**config.mk**
```make
export PLATFORM = sky130hd
export DESIGN_NAME = scr_ctrl
export DESIGN_NICKNAME = d
export VERILOG_FILES = /design/src/rtl/scr_ctrl_pkg.sv /design/src/rtl/scr_ctrl_regs.sv /design/src/rtl/scr_ctrl_cmd.sv /design/src/rtl/scr_ctrl_gate.sv /design/src/rtl/scr_ctrl.sv
export SDC_FILE = /design/constraint.sdc
export NUM_CORES = 1
export LEC_CHECK = 0
export BUFFER_PORTS_ARGS = -buffer_cell sky130_fd_sc_hd__buf_2
export CAP_MARGIN = 20
export CORE_MARGIN = 2
export CORE_UTILIZATION = 30
export DETAILED_ROUTE_END_ITERATION = 12
export PLACE_DENSITY = 0.84
export SLEW_MARGIN = 10
export SYNTH_ARGS = -nofsm -noshare
export SYNTH_HDL_FRONTEND = slang
export SYNTH_SLANG_ARGS = --single-unit
export TNS_END_PERCENT = 30
```
**constraint.sdc**
```tcl
create_clock -name clk_i -period 2.6 [get_ports clk_i]
set_clock_uncertainty 0.15 [all_clocks]
set_input_delay 0.26 -clock clk_i [delete_from_list [all_inputs] [get_ports clk_i]]
set_output_delay 0.26 -clock clk_i [all_outputs]
set_load 0.02 [all_outputs]
```
**src/rtl/scr_ctrl_pkg.sv**
```systemverilog
package scr_ctrl_pkg;
  localparam int unsigned REG_W     = 32;
  localparam int unsigned TXEN_BIT  = 0;
  localparam int unsigned RXEN_BIT  = 1;
  localparam int unsigned GIE_BIT   = 2;
  localparam int unsigned CSTOP_BIT = 8;
  localparam int unsigned WRST_BIT  = 9;
  localparam int unsigned ACT_BIT   = 10;

  typedef struct packed {
    logic clk_stop;
    logic gie;
    logic rx_en;
    logic tx_en;
  } ctrl_t;

  function automatic logic [REG_W-1:0] pack_rdata(ctrl_t c, logic act);
    logic [REG_W-1:0] r;
    r            = '0;
    r[TXEN_BIT]  = c.tx_en;
    r[RXEN_BIT]  = c.rx_en;
    r[GIE_BIT]   = c.gie;
    r[CSTOP_BIT] = c.clk_stop;
    r[ACT_BIT]   = act;
    return r;
  endfunction
endpackage

```
**src/rtl/scr_ctrl_regs.sv**
```systemverilog
module scr_ctrl_regs
  import scr_ctrl_pkg::*;
(
  input  logic  clk_i,
  input  logic  rst_ni,
  input  logic  we_i,
  input  ctrl_t wr_i,
  output ctrl_t ctrl_o
);
  always_ff @(posedge clk_i or negedge rst_ni) begin
    if (!rst_ni)   ctrl_o <= '0;
    else if (we_i) ctrl_o <= wr_i;
  end
endmodule

```
**src/rtl/scr_ctrl_cmd.sv**
```systemverilog
module scr_ctrl_cmd (
  input  logic clk_i,
  input  logic rst_ni,
  input  logic we_i,
  input  logic wr_act_i,
  input  logic wr_wrst_i,
  input  logic act_done_i,
  output logic act_q_o,
  output logic act_start_o,
  output logic warm_rst_o
);
  // software write beats hardware auto-clear
  always_ff @(posedge clk_i or negedge rst_ni) begin
    if (!rst_ni) begin
      act_q_o     <= 1'b0;
      act_start_o <= 1'b0;
      warm_rst_o  <= 1'b0;
    end else begin
      act_start_o <= we_i & wr_act_i;
      warm_rst_o  <= we_i & wr_wrst_i;
      if (we_i)            act_q_o <= wr_act_i;
      else if (act_done_i) act_q_o <= 1'b0;
    end
  end
endmodule

```
**src/rtl/scr_ctrl_gate.sv**
```systemverilog
module scr_ctrl_gate
  import scr_ctrl_pkg::*;
#(
  parameter int unsigned IRQ_W = 4
) (
  input  ctrl_t            ctrl_i,
  input  logic             tx_busy_i,
  input  logic [IRQ_W-1:0] irq_src_i,
  output logic             tx_en_o,
  output logic             rx_en_o,
  output logic             irq_o,
  output logic             clk_stop_o
);
  assign tx_en_o    = ctrl_i.tx_en;
  assign rx_en_o    = ctrl_i.rx_en & ~tx_busy_i;
  assign irq_o      = ctrl_i.gie & (|irq_src_i);
  assign clk_stop_o = ctrl_i.clk_stop;
endmodule

```
**src/rtl/scr_ctrl.sv**
```systemverilog
module scr_ctrl
  import scr_ctrl_pkg::*;
#(
  parameter int unsigned IRQ_W = 4
) (
  input  logic             clk_i,
  input  logic             rst_ni,
  input  logic             reg_we_i,
  input  logic [REG_W-1:0] reg_wdata_i,
  output logic [REG_W-1:0] reg_rdata_o,
  input  logic             act_done_i,
  input  logic             tx_busy_i,
  input  logic [IRQ_W-1:0] irq_src_i,
  output logic             tx_en_o,
  output logic             rx_en_o,
  output logic             irq_o,
  output logic             clk_stop_o,
  output logic             act_start_o,
  output logic             warm_rst_o
);
  ctrl_t wr_ctrl, ctrl_q;
  logic  act_q;
  logic  unused_wdata;

  assign wr_ctrl.tx_en    = reg_wdata_i[TXEN_BIT];
  assign wr_ctrl.rx_en    = reg_wdata_i[RXEN_BIT];
  assign wr_ctrl.gie      = reg_wdata_i[GIE_BIT];
  assign wr_ctrl.clk_stop = reg_wdata_i[CSTOP_BIT];
  assign unused_wdata     = ^{reg_wdata_i[REG_W-1:ACT_BIT+1], reg_wdata_i[CSTOP_BIT-1:GIE_BIT+1]};

  scr_ctrl_regs u_regs (
    .clk_i  (clk_i),
    .rst_ni (rst_ni),
    .we_i   (reg_we_i),
    .wr_i   (wr_ctrl),
    .ctrl_o (ctrl_q)
  );

  scr_ctrl_cmd u_cmd (
    .clk_i       (clk_i),
    .rst_ni      (rst_ni),
    .we_i        (reg_we_i),
    .wr_act_i    (reg_wdata_i[ACT_BIT]),
    .wr_wrst_i   (reg_wdata_i[WRST_BIT]),
    .act_done_i  (act_done_i),
    .act_q_o     (act_q),
    .act_start_o (act_start_o),
    .warm_rst_o  (warm_rst_o)
  );

  scr_ctrl_gate #(.IRQ_W(IRQ_W)) u_gate (
    .ctrl_i     (ctrl_q),
    .tx_busy_i  (tx_busy_i),
    .irq_src_i  (irq_src_i),
    .tx_en_o    (tx_en_o),
    .rx_en_o    (rx_en_o),
    .irq_o      (irq_o),
    .clk_stop_o (clk_stop_o)
  );

  assign reg_rdata_o = pack_rdata(ctrl_q, act_q);
endmodule

```
Word level (Yosys, flattened, before mapping)
Cells that the tools add are included.
{"block": "classes", "n_addsub": 0, "n_mul": 0, "n_div": 0, "order_cmp": 0, "n_eq_ne": 0, "shift": 0, "muxes": 2, "bitwise_logic": 5, "n_reduce_logical": 2}
{"cell": "$and 1x1->1", "count": 4}
{"cell": "$reduce_or 4->1", "count": 1}
{"cell": "$mux 1", "count": 2}
{"cell": "$reduce_bool 2->1", "count": 1}
{"cell": "$not 1->1", "count": 1}
{"block": "totals", "reg_bits": 7, "latchBits": 0, "ram_bits": 0, "rom_bits": 0, "in_bits": 41, "output_inout_bits": 38, "wordCells": 16, "memories": 0}

Depth between registers and ports, before layout
{"block": "logic_depth", "depth_word": 2, "ltp_mapped": 3}

Hierarchy
From an unflattened synthesis, not the netlist that was laid out.
{"block": "hier_totals", "hier_cells": 48, "hier_area_um2": 494.2}
{"mod": "scr_ctrl", "instances": 1, "cells_per_inst": 29, "area_per_inst_um2": 214.0, "seq_area_each_um2": 0.0}
{"mod": "scr_ctrl_regs", "instances": 1, "cells_per_inst": 8, "area_per_inst_um2": 145.1, "seq_area_each_um2": 100.1}
{"mod": "scr_ctrl_cmd", "instances": 1, "cells_per_inst": 7, "area_per_inst_um2": 102.6, "seq_area_each_um2": 75.1}
{"mod": "scr_ctrl_gate", "instances": 1, "cells_per_inst": 4, "area_per_inst_um2": 32.5, "seq_area_each_um2": 0.0}

Worst setup path after synthesis
OpenSTA, ideal clock, no wires.
{"block": "synth_path", "path_type": "reg-to-output", "start": "register u_regs.ctrl_o[1] in the netlist's numbering", "end": "output port rx_en_o", "arrival_time_ns": 0.808, "t_required_ns": 2.190, "slack_ns": 1.382, "stages_incl_launch_ff": 2, "path_cell_list": "dfrtp_1 -> nor2b_1"}
{"block": "synth_between", "elab_chain_cells": 1}
{"element": "start, declared", "line": "scr_ctrl_regs.sv:8", "rtl": "output ctrl_t ctrl_o"}
{"element": "start signal, assigned", "line": "scr_ctrl_regs.sv:12", "rtl": "else if (we_i) ctrl_o <= wr_i;"}
{"element": "$and 1x1->1", "line": "scr_ctrl_gate.sv:15", "rtl": "assign rx_en_o = ctrl_i.rx_en & ~tx_busy_i;"}
{"element": "end, declared", "line": "scr_ctrl.sv:15", "rtl": "output logic rx_en_o,"}
No other way between the ends.

Worst setup path in the final report
{"block": "layout_path", "start": "input port irq_src_i[3]", "end": "output port irq_o"}
{"block": "layout_between", "elab_chain_cells": 2}
{"element": "start, declared", "line": "scr_ctrl.sv:13", "rtl": "input logic [IRQ_W-1:0] irq_src_i,"}
{"element": "$reduce_or 4->1", "line": "scr_ctrl_gate.sv:16", "rtl": "assign irq_o = ctrl_i.gie & (|irq_src_i);"}
{"element": "$and 1x1->1", "line": "scr_ctrl_gate.sv:16"}
{"element": "end, declared", "line": "scr_ctrl.sv:16", "rtl": "output logic irq_o,"}
No other way between the ends.

==> metrics.md <==
| Metric | Value |
|---|---|
| Outcome | `completed` |
| DIE AREA | `0.00203 mm2` |
| Pwr Density | `581 mW/mm2` |
| CP Cell Sequence | `buf_2, o41a_1, buf_2` |
| Vias per cell | `3.59` |
| R2r worst-path depth | `2` |
| DP Worst Slack | `1.26 ns` |
| Pre-Repair DR Iteration Count | `2` |
| Setup TNS | `0 ns` |
| Initial Util | `0.329` |
| Setup-failing EPs final | `0` |
| Slew Limit Fails | `0` |
| Die width | `45.1 um` |
| Maxcap violations | `0` |
| Post-synthesis sequential area ratio | `0.346` |
| RD Place Congestion | `0.551` |
| FF+latch count, synth | `7` |
| Hold_sp | `reg_wdata_i[9]` |
| Worst Hold Depth | `2` |
| Clock period minus worst slack | `1.34 ns` |
| Largest net degree at the start of global routing | `8` |
| LEAKAGE | `0.325 nW` |
| CTS tree | `yes` |
| Layout area overhead | `8.40%` |
| Synthesized cell area | `507 um2` |
| Worst EP arrival | `0.93 ns` |
| Worst hold path type | `input port to register` |
| Hold_ws | `0.0687 ns` |
| Reg-to-reg startpoint | `u_cmd.act_q_o$_DFFE_PN0P_` |
| Mapped Cells | `49` |
| Worst EP required | `2.19 ns` |
| Cell Rows | `14` |
| Initial DRC count | `1` |
| Final HPWL DP | `709 um` |
| H-tree level count | `1` |
| Worst hold endpoint | `u_cmd.warm_rst_o$_DFF_PN0_` |
| Clock slew at reported path FFs | `0.05 ns` |
| Final WL | `843 um` |
| Final net count | `116` |
| Total clock sinks | `7` |
| Fraction of the cycle the final worst path needs | `0.514` |
| Fmax | `748 MHz` |
| Layout cell share with drive strength beyond 1 | `0.419` |
| Congestion Overflow GR | `0` |
| CP max stage delay | `0.41 ns` |
| Tot Pwr | `0.319 mW` |
| Drt wl/cell | `9.37 um` |
| Max clock buf depth | `2` |
| Syn avg cell area | `10.3 um2` |
| Yosys synthesis warning count | `0` |
| Worst Path Buf+Inv | `2` |
| CP top delay family | `compound AO/OA/AOI/OAI gates` |
| Remaining routing DRC violations | `0` |
| Unrepaired setup endpoints after global routing | `false` |
| # port buffers | `25` |
| Core area | `0.00154 mm2` |
| Via Count | `323` |
| Num ports | `79` |
| Setup crit end kind | `output pin` |
| Critical R2R Capture | `u_cmd.act_q_o$_DFFE_PN0P_` |
| CP dominant cell by count | `buf_2` |
| Initial antenna violation count | `0` |
| Setup ws final | `1.26 ns` |
| Post-CTS setup buffer count | `0` |
| Worst setup path class | `input port to output pin` |
| Distinct cell type count after synthesis | `12` |
| Antenna Cells | `0` |
| CP startpoint kind | `input port` |
| Post-DRT Antenna Nets | `0` |
| Hold Buf Count CTS | `1` |
| Die Y | `45.1 um` |
| CTS Root Buffer Type | `clkbuf_4` |
| Slowest cell on the critical path | `o41a_1` |
| Tot GR Track Use | `0.0893` |
| First-pass GRT wire length | `1130 um` |
| Post-cts sizing count | `0` |
| CTS Buf Count | `3` |
| Internal reg-to-reg setup slack | `1.63 ns` |
| Final Hold Viols | `0` |
| Critical path fanouts, max | `1` |
| Max VDD drop | `0.000168 V` |
| Vias in the first global route | `262` |
| Clock Latency Late Sink | `0.26 ns` |
==> how the worst max path moves through the flow <==
stage	endpoint	cells past startpoint	from	slack, ns
2_1_floorplan	rx_en_o	1	u_regs.ctrl_o[1]$_DFFE_PN0P_	1.38
3_3_place_gp	irq_o	3	irq_src_i[3]	1.28
3_5_place_dp	irq_o	3	irq_src_i[3]	1.26
4_1_cts	irq_o	3	irq_src_i[3]	1.26
5_1_grt	irq_o	2	u_regs.ctrl_o[2]$_DFFE_PN0P_	1.23
6_report	irq_o	3	irq_src_i[3]	1.26
==> layer usage <==
layer,up-vias,track usage,wire [um]
met1,137,0.0743,256
li1,147,-,-
met2,36,0.143,390
met4,0,0.0882,25
met5,-,0,0
met3,3,0.0520,170
==> cell usage after synthesis <==
library cell | number | share of area
nor2b_1 | 1 | 0.012
mux2_1 | 2 | 0.044
nor3b_1 | 1 | 0.015
and2_1 | 1 | 0.012
buf_4 | 30 | 0.44
or2_1 | 1 | 0.012
mux2_2 | 2 | 0.044
and2_4 | 1 | 0.017
dfrtp_1 | 7 | 0.35
buf_6 | 1 | 0.022
conb_1 | 1 | 0.0074
o41a_1 | 1 | 0.022
==> worst reg2reg max path, cell delays in order, from the launching register on <==
cell	delay, ns
dfrtp_1	0.37
nor3b_1	0.13
or2_1	0.20
==> placed cells by master, fill, tap and decap left out, drive strengths merged <==
cell         Yosys  routed
dfrtp            7       7
and2             2       2
o41a             1       1
nor2b            1       1
mux2             4       4
nor3b            1       1
dlygate4sd3      0       1
clkbuf           0       4
or2              1       1
conb             1      27
buf             31      25
==> sequential cells by signal (all words and copies together) (netlist names) <==
signal             cells
u_regs.ctrl_o          4
u_cmd.act_start_o      1
u_cmd.warm_rst_o       1
u_cmd.act_q_o          1
==> report_power, final <==
group	switching [mW]	internal (mW)
Sequential	0.00458	0.118
Combinational	0.0687	0.0271
Clock	0.0420	0.0587
Total	0.115	0.204
==> per-stage QoR <==
stage          instances  utilization  instance area [um2]
5_1_grt               90        0.356                  549
2_1_floorplan         75            -                  604
3_3_place_gp          85        0.333                  513
3_5_place_dp          85        0.333                  513
4_1_cts               90        0.356                  549
6_report              90        0.356                  549
==> final cells by class <==
| cell class | instances | area (um2) |
|---|---|---|
| Fill cell | 174 | 992 |
| Multi-Input combinational cell | 37 | 193 |
| Timing Repair Buffer | 26 | 135 |
| Clock buffer | 4 | 26.3 |
| Sequential cell | 7 | 175 |
| Tap cell | 16 | 20.0 |
==> kinds of logic (layout without fill, tap and decap cells) <==
kind of cell / Yosys count / count (layout) / share of synthesized area
multiplexers: 4 / 4 / 0.0889
AO/OA/AOI/OAI: 1 / 1 / 0.0222
buffers and inverters: 31 / 30 / 0.467
other: 1 / 27 / 0.00740
AND/OR/NAND/NOR: 5 / 5 / 0.0692
flip-flops: 7 / 7 / 0.346
Power figures use the tool's default switching activity.
